$ cat src/rtl/dma_len_pkg.sv
package dma_len_pkg;
    localparam int ZERO_COUNT_LEN = 65536;

    typedef enum logic [1:0] {
        ST_IDLE = 2'd0,
        ST_RUN  = 2'd1,
        ST_WAIT = 2'd2
    } xfer_state_t;
endpackage

$ cat src/rtl/dma_cnt_regs.sv
module dma_cnt_regs #(
    parameter int NBYTES = 3,
    localparam int CW    = 8 * NBYTES,
    localparam int SELW  = (NBYTES > 1) ? $clog2(NBYTES) : 1
) (
    input  logic            clk,
    input  logic            rst_n,
    input  logic            wr_en,
    input  logic [SELW-1:0] wr_sel,
    input  logic [7:0]      wr_data,
    input  logic            load,
    input  logic            start,
    input  logic            finish,
    output logic [CW-1:0]   shadow_cnt,
    output logic [CW-1:0]   live_cnt,
    output logic            tc_flag
);
    logic host_cnt_wr;
    assign host_cnt_wr = wr_en && ({1'b0, wr_sel} < (SELW+1)'(NBYTES));

    for (genvar g = 0; g < NBYTES; g++) begin : g_byte
        always_ff @(posedge clk) begin
            if (!rst_n) begin
                shadow_cnt[8*g +: 8] <= 8'h00;
            end else if (wr_en && wr_sel == SELW'(g)) begin
                shadow_cnt[8*g +: 8] <= wr_data;
            end
        end

        always_ff @(posedge clk) begin
            if (!rst_n) begin
                live_cnt[8*g +: 8] <= 8'h00;
            end else if (load) begin
                live_cnt[8*g +: 8] <= shadow_cnt[8*g +: 8];
            end else if (finish) begin
                live_cnt[8*g +: 8] <= 8'h00;
            end
        end
    end

    always_ff @(posedge clk) begin
        if (!rst_n) begin
            tc_flag <= 1'b0;
        end else if (start) begin
            tc_flag <= 1'b0;
        end else if (finish) begin
            tc_flag <= 1'b1;
        end else if (host_cnt_wr) begin
            tc_flag <= 1'b0;
        end
    end


    load_copies_chk: assert property (@(posedge clk) disable iff (!rst_n)
        load |=> live_cnt == $past(shadow_cnt));


    start_clears_tc_chk: assert property (@(posedge clk) disable iff (!rst_n)
        start |=> !tc_flag);
endmodule

$ cat src/rtl/dma_len_calc.sv
module dma_len_calc #(
    parameter int CW      = 24,
    parameter int SW      = 24,
    parameter int CMD_CAP = 32,
    localparam int LW     = CW + 1
) (
    input  logic [CW-1:0] cnt,
    input  logic [SW-1:0] dev_size,
    input  logic          cmd_phase,
    output logic [LW-1:0] len,
    output logic          to_dev
);
    import dma_len_pkg::*;

    logic [LW-1:0] base_len;
    logic [SW:0]   size_ext;
    logic [SW:0]   size_mag;
    logic [LW-1:0] limit;

    always_comb begin
        base_len = (cnt == '0) ? LW'(ZERO_COUNT_LEN) : LW'(cnt);
        size_ext = {dev_size[SW-1], dev_size};
        size_mag = size_ext[SW] ? (~size_ext + 1'b1) : size_ext;
        limit    = cmd_phase ? LW'(CMD_CAP) : LW'(size_mag);
        len      = (base_len < limit) ? base_len : limit;
        to_dev   = cmd_phase | dev_size[SW-1];
    end
endmodule

$ cat src/rtl/dma_xfer_fsm.sv
module dma_xfer_fsm #(
    parameter int LW = 25,
    parameter int BW = 8
) (
    input  logic          clk,
    input  logic          rst_n,
    input  logic          start,
    input  logic [LW-1:0] start_len,
    input  logic          start_to_dev,
    input  logic          beat_valid,
    input  logic [BW-1:0] beat_bytes,
    input  logic          dev_empty,
    input  logic          dev_done,
    output logic          finish,
    output logic          done_pulse,
    output logic [LW-1:0] remain_len,
    output logic [LW-1:0] burst_len,
    output logic          busy
);
    import dma_len_pkg::*;

    xfer_state_t   state, nxt_state;
    logic [LW-1:0] nxt_remain;
    logic [LW-1:0] drained;
    logic          dir_to_dev;

    always_ff @(posedge clk) begin
        if (!rst_n) begin
            state      <= ST_IDLE;
            remain_len <= '0;
            burst_len  <= '0;
            dir_to_dev <= 1'b0;
            done_pulse <= 1'b0;
        end else begin
            state      <= nxt_state;
            remain_len <= nxt_remain;
            done_pulse <= finish;
            if (start) begin
                burst_len  <= start_len;
                dir_to_dev <= start_to_dev;
            end
        end
    end

    always_comb begin
        nxt_state  = state;
        nxt_remain = remain_len;
        finish     = 1'b0;
        drained    = remain_len;
        if (beat_valid) begin
            drained = (remain_len > LW'(beat_bytes)) ? remain_len - LW'(beat_bytes) : '0;
        end
        if (start) begin
            nxt_remain = start_len;
            nxt_state  = (start_len == '0) ? ST_WAIT : ST_RUN;
        end else begin
            unique case (state)
                ST_IDLE: begin
                end
                ST_RUN: begin
                    nxt_remain = drained;
                    if (dev_done) begin
                        finish = 1'b1;
                    end else if (drained == '0) begin
                        if (dir_to_dev) nxt_state = ST_WAIT;
                        else            finish    = 1'b1;
                    end else if (!dir_to_dev && dev_empty) begin
                        finish = 1'b1;
                    end
                end
                ST_WAIT: begin
                    if (dev_done) finish = 1'b1;
                end
                default: nxt_state = ST_IDLE;
            endcase
            if (finish) begin
                nxt_state  = ST_IDLE;
                nxt_remain = '0;
            end
        end
    end

    assign busy = (state != ST_IDLE);


    remain_no_rise_chk: assert property (@(posedge clk) disable iff (!rst_n)
        (busy && !start) |=> remain_len <= $past(remain_len));


    write_waits_chk: assert property (@(posedge clk) disable iff (!rst_n)
        (state == ST_WAIT && !dev_done && !start) |=> (state == ST_WAIT && !done_pulse));


    pulse_single_chk: assert property (@(posedge clk) disable iff (!rst_n)
        done_pulse |=> !done_pulse);


    idle_quiet_chk: assert property (@(posedge clk) disable iff (!rst_n)
        (state == ST_IDLE && !start) |=> !done_pulse);
endmodule

$ cat src/rtl/dma_len_ctr.sv
module dma_len_ctr #(
    parameter int NBYTES  = 3,
    parameter int SW      = 24,
    parameter int BW      = 8,
    parameter int CMD_CAP = 32,
    localparam int CW     = 8 * NBYTES,
    localparam int LW     = CW + 1,
    localparam int SELW   = (NBYTES > 1) ? $clog2(NBYTES) : 1
) (
    input  logic            clk,
    input  logic            rst_n,
    input  logic            cnt_wr_en,
    input  logic [SELW-1:0] cnt_wr_sel,
    input  logic [7:0]      cnt_wr_data,
    input  logic            cmd_valid,
    input  logic            cmd_dma,
    input  logic            cmd_xfer,
    input  logic            cmd_phase,
    input  logic [SW-1:0]   dev_remain,
    input  logic            beat_valid,
    input  logic [BW-1:0]   beat_bytes,
    input  logic            dev_empty,
    input  logic            dev_done,
    output logic [LW-1:0]   burst_len,
    output logic [LW-1:0]   remain_len,
    output logic            done_pulse,
    output logic            tc_flag,
    output logic            busy,
    output logic [CW-1:0]   live_cnt
);
    logic          start, load, finish, to_dev;
    logic [CW-1:0] shadow_cnt, eff_cnt;
    logic [LW-1:0] calc_len;

    assign start   = cmd_valid & cmd_xfer;
    assign load    = cmd_valid & cmd_dma;
    assign eff_cnt = cmd_dma ? shadow_cnt : live_cnt;

    dma_cnt_regs #(.NBYTES(NBYTES)) u_regs (
        .clk        (clk),
        .rst_n      (rst_n),
        .wr_en      (cnt_wr_en),
        .wr_sel     (cnt_wr_sel),
        .wr_data    (cnt_wr_data),
        .load       (load),
        .start      (start),
        .finish     (finish),
        .shadow_cnt (shadow_cnt),
        .live_cnt   (live_cnt),
        .tc_flag    (tc_flag)
    );

    dma_len_calc #(.CW(CW), .SW(SW), .CMD_CAP(CMD_CAP)) u_calc (
        .cnt       (eff_cnt),
        .dev_size  (dev_remain),
        .cmd_phase (cmd_phase),
        .len       (calc_len),
        .to_dev    (to_dev)
    );

    dma_xfer_fsm #(.LW(LW), .BW(BW)) u_fsm (
        .clk          (clk),
        .rst_n        (rst_n),
        .start        (start),
        .start_len    (calc_len),
        .start_to_dev (to_dev),
        .beat_valid   (beat_valid),
        .beat_bytes   (beat_bytes),
        .dev_empty    (dev_empty),
        .dev_done     (dev_done),
        .finish       (finish),
        .done_pulse   (done_pulse),
        .remain_len   (remain_len),
        .burst_len    (burst_len),
        .busy         (busy)
    );


    done_clears_chk: assert property (@(posedge clk) disable iff (!rst_n)
        done_pulse |-> (tc_flag && remain_len == '0 && live_cnt == '0 && !busy));


    cmd_cap_chk: assert property (@(posedge clk) disable iff (!rst_n)
        (start && cmd_phase) |=> burst_len <= LW'(CMD_CAP));
endmodule

$ cat config.mk
export PLATFORM = sky130hd
export DESIGN_NAME = dma_len_ctr
export DESIGN_NICKNAME = d
export VERILOG_FILES = /design/src/rtl/dma_len_pkg.sv /design/src/rtl/dma_cnt_regs.sv /design/src/rtl/dma_len_calc.sv /design/src/rtl/dma_xfer_fsm.sv /design/src/rtl/dma_len_ctr.sv
export SDC_FILE = /design/constraint.sdc
export NUM_CORES = 1
export LEC_CHECK = 0
export BUFFER_PORTS_ARGS = -buffer_cell sky130_fd_sc_hd__buf_2
export CAP_MARGIN = 30
export CELL_PAD_IN_SITES_DETAIL_PLACEMENT = 0
export CELL_PAD_IN_SITES_GLOBAL_PLACEMENT = 2
export CORE_AREA = 2 2 151 153
export DETAILED_ROUTE_END_ITERATION = 16
export DIE_AREA = 0 0 153 155
export GPL_TIMING_DRIVEN = 0
export PLACE_DENSITY_LB_ADDON = 0.05
export RECOVER_POWER = 50
export SYNTH_ARGS = -nofsm -noshare
export SYNTH_HDL_FRONTEND = slang
export SYNTH_SLANG_ARGS = --single-unit
$ cat constraint.sdc
create_clock -name clk -period 4.6 [get_ports clk]
set_input_delay 0.23 -clock clk [delete_from_list [all_inputs] [get_ports clk]]
set_output_delay 0.23 -clock clk [all_outputs]
set_load 0.05 [all_outputs]
Word-level counts from Yosys, hierarchy flattened. Cells that the tools add are included.

Register bits: 103. Output and inout bits: 77. Logic and storage cells: 79.

$add $sub $neg: 2. $lt $le $gt $ge: 3. Equality and inequality tests: 8. Mux-type cells: 31. Bitwise gates (word level): 5. Reduce and logical (&&, ||, !) cells: 18.

Operators with widths (count): two-way mux 25 bit (8); zero test 25 bit (2); two-way mux 24 bit (2); two-way mux 8 bit (4); adder 25 x 1 -> 25 bit (second input constant) (1); greater-than comparator 25 x 8 -> 1 bit (1); < comparator 25 bit (1); inverter 25 bit (1); subtractor 25 x 8 -> 25 bit (1); zero test 24 bit (1); two-way mux 2 bit (6); two-way mux 1 bit (9); inequality test 4 x 2 -> 1 bit (second input constant) (2); nonzero test 2 bit (3); logical AND 1 bit (5); equality test 2 x 1 -> 1 bit (second input constant) (2); equality test 2 bit (second input constant) (2); zero test 2 bit (2); inequality test 4 x 3 -> 1 bit (second input constant) (1); one-hot mux 2 bit (2 select lines) (1); AND reduction 4 bit (1); OR reduction 2 bit (2); inequality test 3 x 1 -> 1 bit (second input constant) (1); nonzero test 3 bit (1); 6 further kinds (7).

Longest topological paths before layout. Gate-level depths: netlist of the first run.

Depth in word-level cells: 11. Depth in mapped cells: 18. Gate-level depth less buffers: 16.

By module. Synthesis of the first run repeated with hierarchy kept, for this count alone.

Cell total of the unflattened synthesis: 944. Area total of the unflattened synthesis: 7689.9 um^2.

By module, submodules not included: dma_xfer_fsm (instances 1, cells each 449, area each 3502.1 um^2, sequential area each 1081.0 um^2); dma_cnt_regs (instances 1, cells each 200, area each 1969.4 um^2, sequential area each 980.9 um^2); dma_len_calc (instances 1, cells each 266, area each 1813.0 um^2, sequential area each 0.0 um^2); dma_len_ctr (instances 1, cells each 29, area each 405.4 um^2, sequential area each 0.0 um^2).

Worst setup path before layout of the first run. No wires, ideal clock.

Path kind: input to register. Start: input port cmd_dma. End: register u_fsm.remain_len[12]. Setup time: 129 ps. Arrival: 3847 ps. Slack: 623 ps. Cell stages on the path: 15. Cells stage by stage: clkbuf_1 -> clkbuf_1 -> buf_1 -> mux2_2 -> ha_1 -> a21o_1 -> a21o_1 -> a21o_1 -> a21o_1 -> a21o_1 -> a221oi_2 -> clkbuf_1 -> nor2_1 -> o21ai_0 -> o21ai_0.

Word-level cells in the longest chain between the ends: 6.

RTL lines: start: declaration (RTL line dma_len_ctr.sv:16) `input logic cmd_dma,`; two-way mux 24 bit * (RTL line dma_len_ctr.sv:37) `assign eff_cnt = cmd_dma ? shadow_cnt : live_cnt;`; zero test 24 bit (RTL line dma_len_calc.sv:21) `base_len = (cnt == '0) ? LW'(ZERO_COUNT_LEN) : LW'(cnt);`; two-way mux 24 bit * (RTL line dma_len_calc.sv:21); < comparator 25 bit (RTL line dma_len_calc.sv:25) `len = (base_len < limit) ? base_len : limit;`; two-way mux 25 bit * (RTL line dma_len_calc.sv:25); two-way mux 25 bit * (RTL line dma_xfer_fsm.sv:53) `if (start) begin`; end signal: assignment (RTL line dma_xfer_fsm.sv:36) `remain_len <= nxt_remain;`; end: declaration (RTL line dma_xfer_fsm.sv:16) `output logic [LW-1:0] remain_len,`.

Mark *: on every way between the ends. The rest lies on a longest branch, timed or not. A chain may end at the register's enable or synchronous reset.

Final worst setup path of the first run.
Start: input port cmd_phase. End: register u_fsm.remain_len[2].

Word-level cells in the longest chain between the ends: 4.

RTL lines: start: declaration (RTL line dma_len_ctr.sv:18) `input logic cmd_phase,`; two-way mux 25 bit * (RTL line dma_len_calc.sv:24) `limit = cmd_phase ? LW'(CMD_CAP) : LW'(size_mag);`; < comparator 25 bit (RTL line dma_len_calc.sv:25); two-way mux 25 bit * (RTL line dma_len_calc.sv:25); two-way mux 25 bit * (RTL line dma_xfer_fsm.sv:53).

Marks and branches as above.

==> metrics.md, run 1 <==
| Metric | Value |
|---|---|
| Outcome | completed |
| Initial Utilization | 31.5% |
| Leak Pwr | 3.45 nW |
| R2R Setup Slk | 340 ps |
| Clock skew | slightly below 20 ps |
| Share of layout cells above drive strength 1 | 12.7% |
| Core area | 22200 sq um |
| Simple-gate area share of the yosys netlist | 27.5% |
| PwrDens | 322 nW/um^2 |
| Worst skew pair latency | ~360 ps |
| Worst path slowest cell | a221oi_4 |
| Setup Fix Bufs, Post-CTS | 0 |
| Max VDD drop | 0.180 mV |
| Most frequent cells in the layout | nand2_1, clkbuf_1, dfxtp_1 |
| Yosys cell types | 74 |
| YS warnings | 0 |
| Required time worst endpoint | 4830 ps |
| Min-delay src | cnt_wr_data[7] |
| Row count | 55 |
| First drt pass iteration count | 5 |
| Placed wire-length estimate | 21200 microns |
| Mapped cell area | 7000 sq um |
| Post-synth EDFFs | 0 |
| Worst path bufs/invs | 6 |
| Avg Inst Size Synth | 7.72 sq um |
| P_int | 0.00165 W |
| WL final | 26300 microns |
| Worst setup path class | in2reg |
| Final Max Slew Viols | 0 |
| Max-cap violations | 0 |
| Crit-path max FO | 10 |
| Reg clk slew, reported paths | around 80 ps |
| Wirelength per Cell | 19.8 microns |
| Die H | 155 microns |
| Crit-path cells | buf_2 > clkbuf_1 > clkbuf_1 > clkbuf_1 > clkbuf_1 > or2_2 > ha_1 > and4_1 > a21oi_1 > o211ai_1 > a21o_1 > a221oi_4 > buf_2 > nor2_1 > o21ai_0 > a21oi_1 |
| Synth area leaders | dfxtp_1, ha_1, nand2_1, mux2i_1, nor2_1 |
| Critical path's largest stage delay | 460 ps |
| Vias/cell | 5.38 |
| Post-synthesis adder-cell area fraction | 6.55% |
| NetSw | 0.00101 W |
| Min-delay worst type | in2reg |
| R2R Path Start | u_fsm.remain_len[0] |
| Synthesized Nets | 994 |
| Routed vias | 7149 |
| Min-Delay Path Depth | 3 |
| H-tree levels | 3 |
| Clock Tree Root | clkbuf_16 |
| Inserted Diodes | 0 |
| Seq pwr share | 36.3% |
| Gr ovfl total | 0 |
| Final period util | 93.3% |
| RR Endpoint | u_fsm.remain_len[9] |
| Fmax | 233 MHz |
| Pin count of the biggest net entering global routing | 21 |
| Synth area leader | dfxtp_1 |
| WHS Endpoint | u_regs.shadow_cnt[23] |
| Commonest non-fill, non-tap cell in the layout | nand2_1 |
| Main synth FF type | dfxtp_1 |
| Arr. time, crit path | 4520 ps |
| Final hold violation count | 0 |
| I/O pins | 129 |
| Routability congestion estimate | 0.840 |
| Crit-path leading delay family | buffers and inverters |
| CP startpoint kind | primary input |
| Die W | 153 microns |
| CTS max path bufs | 2 |
| Vias in the first global route | a little under 7000 |
| Largest family of logic cells by synthesized area | simple AND/OR/NAND/NOR gates |
| Hold-fix buffers, CTS | 0 |
| Seq cells post-synth | 103 |
| First-pass GRT wire length | approximately 41000 microns |
| Seq/Total Area, Yosys | 29.5% |
| I/O Buffers | 122 |
| Worst hold slack | 134 ps |
| Post-Layout Cell Count | between 1000 and 1500 |
| First DRT Iteration DRCs | 333 |
| Setup crit end kind | register |
| Total GRT Usage | between 20% and 30% |
| ANT nets after route | 0 |
| RSZ-0062 raised after global routing | false |
| Yosys top cell area share | 29.5% |
| Die area | about 24000 sq um |
| Final setup violation count | 0 |
| Worst r2r path cells | 13 |
| Worst path depth | 16 |
| CTS tree | built |
| Async set-reset flop share out of synthesis | 0% |
| Util after Layout | 37.1% |
| Post-Route Setup TNS | 0 ps |
| Rel. slew slack | between 30% and 40% |
| Switching part of the total | 37.9% |
| Nets | between 1000 and 1500 |
| Post-synthesis xor/xnor area fraction | approximately 2.3% |
| Post-layout min period | 4290 ps |
| CTS Buf Count | 9 |
| P&R area growth vs syn | 17.9% |
| Logic pwr share | 32.3% |
| Clock group share of total power | 31.5% |
| Post-synthesis mux area share | 8.50% |
| Slew at the pin closest to its max-slew limit | 899 ps |
| Compound-Gate Fraction of Synth Area | a little over a fifth |
| Initial antenna violation count | 0 |
| Clk sinks | 103 |
| Most frequent CP cell | clkbuf_1 |
| Placed insts | between 1000 and 1500 |
| DR DRC count | 0 |
| Cell count after synthesis | around 910 |
-- power groups by stage --
| stage | Sequential, W | Combinational [W] | Clock [W] |
|---|---|---|---|
| global placement | 0.000985 | 0.000858 | 0 |
| CTS | 0.000963 | 0.000860 | 0.000853 |
| global route | 0.000969 | 0.000944 | 0.000882 |
| detailed placement | 0.000984 | 0.000852 | 0 |
| finish | 0.000963 | 0.000858 | 0.000836 |
| floorplan | 0.00105 | 0.000531 | 0 |
-- timing repair --
item                                    CTS  global route
resized for setup                         7             7
endpoints found under the hold margin     0             0
endpoints found under the setup margin   49            34
-- per-stage QoR --
stage / instance area (sq um) / power [W] / setup WS (ps)
after floorplan: 7000 / 0.00158 / 623
after global placement: 7960 / 0.00184 / -1330
after detailed placement: 7970 / 0.00184 / -1260
after CTS: 8310 / 0.00268 / 21.6
after global routing: 8250 / 0.00279 / 2.54
final: 8250 / 0.00266 / 309
-- sequential cells by signal, indices dropped and copies added, names as in the netlist --
name / flops
u_fsm.burst_len: 25
u_fsm.remain_len: 25
u_regs.live_cnt: 24
u_regs.shadow_cnt: 24
u_fsm.state: 2
u_fsm.dir_to_dev: 1
u_fsm.done_pulse: 1
u_regs.tc_flag: 1
-- kinds of logic after synthesis --
group	after synthesis
compound gates	223
xor+xnor	18
fa+ha+maj	36
buf+inv	83
flops	103
mux	57
simple gates	386
-- worst max path at each step --
stage                         start              endpoint  slack [ps]
after CTS                 cmd_phase  u_fsm.remain_len[16]          20
after detailed placement    cmd_dma  u_fsm.remain_len[12]       -1260
final                     cmd_phase   u_fsm.remain_len[2]         310
after floorplan             cmd_dma  u_fsm.remain_len[12]         620
after global routing        cmd_dma   u_fsm.remain_len[2]           3
after global placement      cmd_dma  u_fsm.remain_len[12]       -1330
-- worst min-delay path, cell delays in order --
cell and delay (ps):
buf_2 100, mux2i_1 60, nor2_1 70
-- final cells by class --
type,instances,area [sq um]
Inverter,34,128
Buffer,49,203
Clock inverter,7,95.1
Multi-Input combinational cell,720,4650
Tap cell,285,357
Timing Repair Buffer,123,533
Sequential cell,103,2060
Fill cell,2490,14000
Clock buffer,9,225
-- synthesized netlist by cell type, types with 8 or more instances --
master	number
o21ai_0	51
mux2_2	19
a21oi_1	45
nor3b_1	8
nand3_1	45
or3_1	11
nor2_1	89
inv_1	33
nand2b_1	11
or4_1	9
clkbuf_1	39
dfxtp_1	103
nor4_1	22
o22ai_1	15
nand2_1	105
xor2_1	11
mux2i_1	38
ha_1	35
a21o_1	18
o21ai_1	21
or2_2	10
nor3_1	28
-- metal layers --
metal | vias to the layer above | global-route usage, % | wire [microns]
met2 | 146 | 36.7 | 12400
met4 | 0 | 6.35 | 584
li1 | 3582 | - | -
met1 | 3387 | 29.5 | 12500
met3 | 34 | 2.92 | 844
met5 | - | 0 | 0
Note: power is estimated with default switching activity, not from simulation.
==> run 2, diff against run 1 <==
--- a/config.mk
+++ b/config.mk
@@ -7,11 +7,9 @@
 export LEC_CHECK = 0
 export BUFFER_PORTS_ARGS = -buffer_cell sky130_fd_sc_hd__buf_2
 export CAP_MARGIN = 30
-export CELL_PAD_IN_SITES_DETAIL_PLACEMENT = 0
-export CELL_PAD_IN_SITES_GLOBAL_PLACEMENT = 2
-export CORE_AREA = 2 2 151 153
+export CORE_AREA = 2 2 116 118
 export DETAILED_ROUTE_END_ITERATION = 16
-export DIE_AREA = 0 0 153 155
+export DIE_AREA = 0 0 118 120
 export GPL_TIMING_DRIVEN = 0
 export PLACE_DENSITY_LB_ADDON = 0.05
 export RECOVER_POWER = 50
==> metrics.md, run 2 (same netlist as run 1, synthesis figures left out) <==
| Metric | Value |
|---|---|
| Outcome | completed (unchanged) |
| Fmax | 241 MHz (was 233 MHz) |
| Routed vias | 7284 (was 7149) |
| Inserted Diodes | 0 (unchanged) |
| CP startpoint kind | primary input (unchanged) |
| WL final | 22400 microns (was 26300 microns) |
| CTS Buf Count | 9 (unchanged) |
| Min-delay worst type | in2reg (unchanged) |
| Min-Delay Path Depth | 3 (unchanged) |
| Leak Pwr | 3.47 nW (was 3.45 nW) |
| Initial antenna violation count | 0 (unchanged) |
| Rel. slew slack | 36.5% (was 39.3%) |
| Total GRT Usage | 31.7% (was 21.9%) |
| Share of layout cells above drive strength 1 | 12.5% (was 12.7%) |
| Vias/cell | 5.96 (was 5.38) |
| Max VDD drop | 0.212 mV (was 0.180 mV) |
| Final Cell Area | 8150 sq um (was 8250 sq um) |
| Worst path slowest cell | a221oi_4 (unchanged) |
| DR DRC count | 0 (unchanged) |
| Worst r2r path cells | 14 (was 13) |
| Final period util | 90.1% (was 93.3%) |
| Crit-path max FO | 10 (unchanged) |
| CTS tree | built (unchanged) |
| First drt pass iteration count | 5 (unchanged) |
| Final setup violation count | 0 (unchanged) |
| RSZ-0062 raised after global routing | false (unchanged) |
| Die area | 14200 sq um (was 23700 sq um) |
| Slew at the pin closest to its max-slew limit | 941 ps (was 899 ps) |
| Crit-path leading delay family | buffers and inverters (unchanged) |
| Total power draw | 0.00268 W (was 0.00266 W) |
| PwrDens | 329 nW/um^2 (was 322 nW/um^2) |
| RR Endpoint | u_fsm.remain_len[4] (was u_fsm.remain_len[9]) |
| Placed wire-length estimate | 17400 microns (was 21200 microns) |
| Wirelength per Cell | 18.3 microns (was 19.8 microns) |
| Gr ovfl total | 0 (unchanged) |
| H-tree levels | 3 (unchanged) |
| Initial Utilization | 53.9% (was 31.5%) |
| Reg clk slew, reported paths | 80 ps (about the same) |
| Arr. time, crit path | 4350 ps (was 4520 ps) |
| Pin count of the biggest net entering global routing | 20 (was 21) |
| P&R area growth vs syn | 16.4% (was 17.9%) |
| Required time worst endpoint | 4810 ps (was 4830 ps) |
| Final hold violation count | 0 (unchanged) |
| Nets | 1130 (was 1128) |
| ANT nets after route | 0 (unchanged) |
| Die W | 118 microns (was 153 microns) |
| Worst skew pair latency | 360 ps (about the same) |
| Routability congestion estimate | 0.963 (was 0.840) |
| I/O pins | 129 (unchanged) |
| Fill cells | 1316 (was 2490) |
| R2R Setup Slk | 470 ps (was 340 ps) |
| Crit-path cells | buf_2 > clkbuf_1 > clkbuf_1 > clkbuf_1 > clkbuf_1 > or2_2 > ha_1 > and4_1 > a21oi_1 > o211ai_1 > a21o_1 > a221oi_4 > buf_2 > nand2_1 > o311ai_0 > a21oi_1 (was buf_2 > clkbuf_1 > clkbuf_1 > clkbuf_1 > clkbuf_1 > or2_2 > ha_1 > and4_1 > a21oi_1 > o211ai_1 > a21o_1 > a221oi_4 > buf_2 > nor2_1 > o21ai_0 > a21oi_1) |
| R2R Path Start | u_fsm.remain_len[0] (unchanged) |
| Post-layout min period | 4140 ps (was 4290 ps) |
| First-pass GRT wire length | 35800 microns (was 40700 microns) |
| Hold-fix buffers, CTS | 0 (unchanged) |
| Die H | 120 microns (was 155 microns) |
| Clk sinks | 103 (unchanged) |
| Setup crit end kind | register (unchanged) |
| Placed insts | 1204 (was 1314) |
| DP Area | 7830 sq um (was 7970 sq um) |
| Final Max Slew Viols | 0 (unchanged) |
| Clock Tree Root | clkbuf_16 (unchanged) |
| Min-delay src | cnt_wr_data[7] (unchanged) |
| Row count | 42 (was 55) |
| CTS max path bufs | 2 (unchanged) |
| Most frequent CP cell | clkbuf_1 (unchanged) |
| Most frequent cells in the layout | nand2_1, clkbuf_1, dfxtp_1 (unchanged) |
| Worst path bufs/invs | 6 (unchanged) |
| WHS Endpoint | u_regs.shadow_cnt[15] (was u_regs.shadow_cnt[23]) |
| Worst setup path class | in2reg (unchanged) |
| Max-cap violations | 0 (unchanged) |
| Vias in the first global route | 6653 (was 6874) |
| Clock skew | 12.3 ps (was 19.5 ps) |
| First DRT Iteration DRCs | 749 (was 333) |
| Core area | 13000 sq um (was 22200 sq um) |
| Post-Layout Cell Count | 1223 (was 1330) |
| I/O Buffers | 122 (unchanged) |
| Largest regs | u_fsm.burst_len: 25 flops, u_fsm.remain_len: 25 flops (unchanged) |
| Critical path's largest stage delay | 470 ps (was 460 ps) |
run 2: final cells by class:
class | instances | area [sq um] | share of cell area [%]
well taps | 176 | 220 | 2.70
multi-input cells | 720 | 4640 | 56.9
plain buffers | 49 | 203 | 2.49
clock buffers | 10 | 239 | 2.93
repair buffers | 125 | 549 | 6.74
clock inverters | 6 | 108 | 1.32
flip-flops and latches | 103 | 2060 | 25.3
inverters | 34 | 128 | 1.57
run 2: metrics by stage:
stage	util (%)	setup WS, ps	TNS (ps)	hold slack, ps
final	62.8	457	0	125
after global routing	62.8	27.0	0	144
after CTS	63.2	112	0	125
after detailed placement	60.3	-704	-18300	433
after global placement	60.3	-631	-14670	430
after floorplan	-	623	0	374
run 2: metal layers:
metal	vias up	part of all wire [%]	track usage, %	wire length, microns
li1	3586	-	-	-
met1	3349	44	42.7	9930
met2	298	46	52.0	10200
met3	51	6.4	3.90	1420
met4	0	3.4	12.3	759
met5	-	0	0	0
run 2: timing repair:
action	CTS	global route
resized for setup	5	7
buffers inserted	0	3
pin swaps	0	1
setup endpoints to repair	21	31
run 2: where the power goes:
| group | switching, W | internal (W) | total (W) | leakage (nW) |
|---|---|---|---|---|
| Combinational | 0.000551 | 0.000285 | 0.000835 | 2.47 |
| Clock | 0.000377 | 0.000506 | 0.000883 | 0.170 |
| Sequential | 0.0000397 | 0.000924 | 0.000964 | 0.834 |
run 2: worst max path at each step:
| stage | from | endpoint | slack, ps | depth (start not counted) |
|---|---|---|---|---|
| 3_5_place_dp | cmd_dma | u_fsm.remain_len[12] | -700 | 17 |
| 3_3_place_gp | cmd_dma | u_fsm.remain_len[12] | -630 | 17 |
| 4_1_cts | dev_remain[4] | u_fsm.remain_len[12] | 110 | 16 |
| 2_1_floorplan | cmd_dma | u_fsm.remain_len[12] | 620 | 15 |
| 5_1_grt | cmd_phase | u_fsm.remain_len[16] | 30 | 17 |
| 6_report | cmd_phase | u_fsm.remain_len[5] | 460 | 16 |
run 2: worst register-to-register path, stage by stage (launching register included):
cell and delay, ps:
dfxtp_1 430, inv_1 70, ha_1 210, fa_1 410
nor2b_1 250, o221ai_1 290, o211ai_1 250, buf_4 180
or3_1 170, mux2i_1 90, nor4_1 770, o211ai_4 260
nand3_1 240, buf_2 280, o22ai_1 110
==> run 3, diff against run 2 <==
--- a/config.mk
+++ b/config.mk
@@ -7,9 +7,9 @@
 export LEC_CHECK = 0
 export BUFFER_PORTS_ARGS = -buffer_cell sky130_fd_sc_hd__buf_2
 export CAP_MARGIN = 30
-export CORE_AREA = 2 2 116 118
+export CORE_AREA = 2 2 121 123
 export DETAILED_ROUTE_END_ITERATION = 16
-export DIE_AREA = 0 0 118 120
+export DIE_AREA = 0 0 123 125
 export GPL_TIMING_DRIVEN = 0
 export PLACE_DENSITY_LB_ADDON = 0.05
 export RECOVER_POWER = 50
==> constraint.sdc (replaced) <==
create_clock -name clk -period 3.5 [get_ports clk]
set_input_delay 0.175 -clock clk [delete_from_list [all_inputs] [get_ports clk]]
set_output_delay 0.175 -clock clk [all_outputs]
set_load 0.05 [all_outputs]
==> metrics.md, run 3 (same netlist as run 1, synthesis figures left out) <==
| Metric | Value |
|---|---|
| Vias in the first global route | 6905 (was 6653) |
| Final setup violation count | 0 (unchanged) |
| Vias/cell | 5.99 (was 5.96) |
| Clock Tree Root | clkbuf_16 (unchanged) |
| Placed wire-length estimate | 17800 microns (was 17400 microns) |
| Die area | 15400 sq um (was 14200 sq um) |
| DR DRC count | 0 (unchanged) |
| Reg clk slew, reported paths | 80 ps (about the same) |
| Fill cells | 1395 (was 1316) |
| Initial antenna violation count | 0 (unchanged) |
| Min-Delay Path Depth | 3 (unchanged) |
| Max-cap violations | 0 (unchanged) |
| Largest regs | u_fsm.burst_len: 25 flops, u_fsm.remain_len: 25 flops (unchanged) |
| Share of layout cells above drive strength 1 | 22.0% (was 12.5%) |
| Initial Utilization | 49.3% (was 53.9%) |
| Outcome | completed (unchanged) |
| ANT nets after route | 0 (unchanged) |
| Wirelength per Cell | 18.8 microns (was 18.3 microns) |
| CTS Buf Count | 9 (unchanged) |
| Min-delay worst type | in2reg (unchanged) |
| First DRT Iteration DRCs | 815 (was 749) |
| Gr ovfl total | 0 (unchanged) |
| P&R area growth vs syn | 25.9% (was 16.4%) |
| Commonest non-fill, non-tap cell in the layout | nand2_1 |
| WHS Endpoint | u_regs.shadow_cnt[14] (was u_regs.shadow_cnt[15]) |
| Pin count of the biggest net entering global routing | 19 (was 20) |
| Clock skew | 9.91 ps (was 12.3 ps) |
| H-tree levels | 3 (unchanged) |
| R2R Path Start | u_regs.shadow_cnt[4] (was u_fsm.remain_len[0]) |
| Row count | 44 (was 42) |
| Worst hold slack | 74.1 ps (was 125 ps) |
| Crit-path max FO | 10 (unchanged) |
| Arr. time, crit path | 3630 ps (was 4350 ps) |
| Most frequent cells in the layout | nand2_1, dfxtp_1, clkbuf_1 (was nand2_1, clkbuf_1, dfxtp_1) |
| Core area | 14200 sq um (was 13000 sq um) |
| Inserted Diodes | 0 (unchanged) |
| Leak Pwr | 3.74 nW (was 3.47 nW) |
| Hold-fix buffers, CTS | 0 (unchanged) |
| Worst setup path class | in2reg (unchanged) |
| I/O pins | 129 (unchanged) |
| CTS max path bufs | 2 (unchanged) |
| Slew at the pin closest to its max-slew limit | 919 ps (was 941 ps) |
| Die H | 125 microns (was 120 microns) |
| First drt pass iteration count | 7 (was 5) |
| Setup crit end kind | register (unchanged) |
| Rel. slew slack | 38.2% (was 36.5%) |
| PwrDens | 410 nW/um^2 (was 329 nW/um^2) |
| Post-layout min period | ~3400 ps |
| CTS tree | built (unchanged) |
| Die W | 123 microns (was 118 microns) |
| Fmax | 295 MHz |
| I/O Buffers | 122 (unchanged) |
| Worst skew pair latency | 360 ps (about the same) |
| Max VDD drop | 0.284 mV (was 0.212 mV) |
| Final hold violation count | 0 (unchanged) |
| Min-delay src | cnt_wr_data[6] (was cnt_wr_data[7]) |
| WL final | 23600 microns (was 22400 microns) |
| Required time worst endpoint | 3740 ps (was 4810 ps) |
| CP startpoint kind | primary input (unchanged) |
| Total GRT Usage | 30.6% (was 31.7%) |
| Routed vias | 7541 (was 7284) |
| Clk sinks | 103 (unchanged) |
| RSZ-0062 raised after global routing | true (was false) |
| Final Max Slew Viols | 0 (unchanged) |
| Final period util | a little over nine tenths |
| RR Endpoint | u_fsm.remain_len[12] (was u_fsm.remain_len[4]) |
| Nets | 1157 (was 1130) |
| Routability congestion estimate | 0.941 (was 0.963) |
| Total power draw | 0.00361 W (was 0.00268 W) |
| Worst r2r path cells | 15 (was 14) |
| R2R Setup Slk | 110 ps (was 470 ps) |
| First-pass GRT wire length | 36900 microns (was 35800 microns) |
-- run 3: changes by cell type in the layout (fill, tap and decap cells not counted), sizes merged --
cell / previous run / this run
buf: 66 / 99
clkinv: 2 / 4
inv: 36 / 35
clkbuf: 118 / 112
bufinv: 2 / 1
-- run 3: worst max-delay path by stage --
stage | from | to | cells after the start
final | dev_remain[9] | u_fsm.remain_len[12] | 15
after global routing | dev_remain[3] | u_fsm.remain_len[12] | 17
after CTS | u_regs.live_cnt[2] | u_fsm.remain_len[3] | 15
after detailed placement | dev_remain[4] | u_fsm.remain_len[12] | 16
after global placement | cmd_phase | u_fsm.remain_len[12] | 17
after floorplan | dev_remain[8] | u_fsm.remain_len[12] | 17
-- run 3: final cells by class --
type | instances | area (sq um) | area share [%]
Buffer | 48 | 273 | 3.10
Timing Repair Buffer | 153 | 778 | 8.83
Tap cell | 184 | 230 | 2.61
Multi-Input combinational cell | 720 | 5010 | 56.9
Clock inverter | 6 | 76.3 | 0.866
Clock buffer | 10 | 239 | 2.71
Inverter | 34 | 128 | 1.45
Sequential cell | 103 | 2070 | 23.5
-- run 3: critical path, cell delays in order --
cell and delay, ps:
clkbuf_4 140, or4_4 540, buf_4 150, a211o_1 240, a211oi_1 570, ha_1 380, a21oi_1 140, o21ai_1 70
a21o_1 180, a221oi_4 260, buf_6 170, clkbuf_8 180, nor2_1 60, o21ai_2 250, o21ai_0 120
-- run 3: through the flow --
step / worst slack, ps / setup TNS, ps / instance area [sq um] / cells / util [%]
after floorplan: 0.153 / 0 / 7060 / 906 / -
after detailed placement: -1110 / -62030 / 7910 / 1212 / 55.7
after global placement: -1100 / -62310 / 7910 / 1212 / 55.7
after global routing: -26.3 / -102 / 8810 / 1258 / 62.0
final: 105 / 0 / 8810 / 1258 / 62.0
after CTS: 2.48 / 0 / 8520 / 1246 / 60.0
-- run 3: routing by layer --
metal	track usage (%)	up-vias	wire length (microns)
met5	0	-	0
met4	9.96	0	723
met3	4.74	46	1370
met2	50.3	319	11200
met1	40.7	3552	10400
li1	-	3624	-
-- run 3: timing repair --
action	CTS	global route
buffers inserted	18	14
endpoints found under the setup margin	77	77
pin swaps	12	25
resized for setup	48	76
-- run 3: report_power, final --
group | internal (W) | switching [W]
clock network | 0.000586 | 0.000491
registers | 0.00122 | 0.0000514
logic | 0.000469 | 0.000802
total | 0.00227 | 0.00134
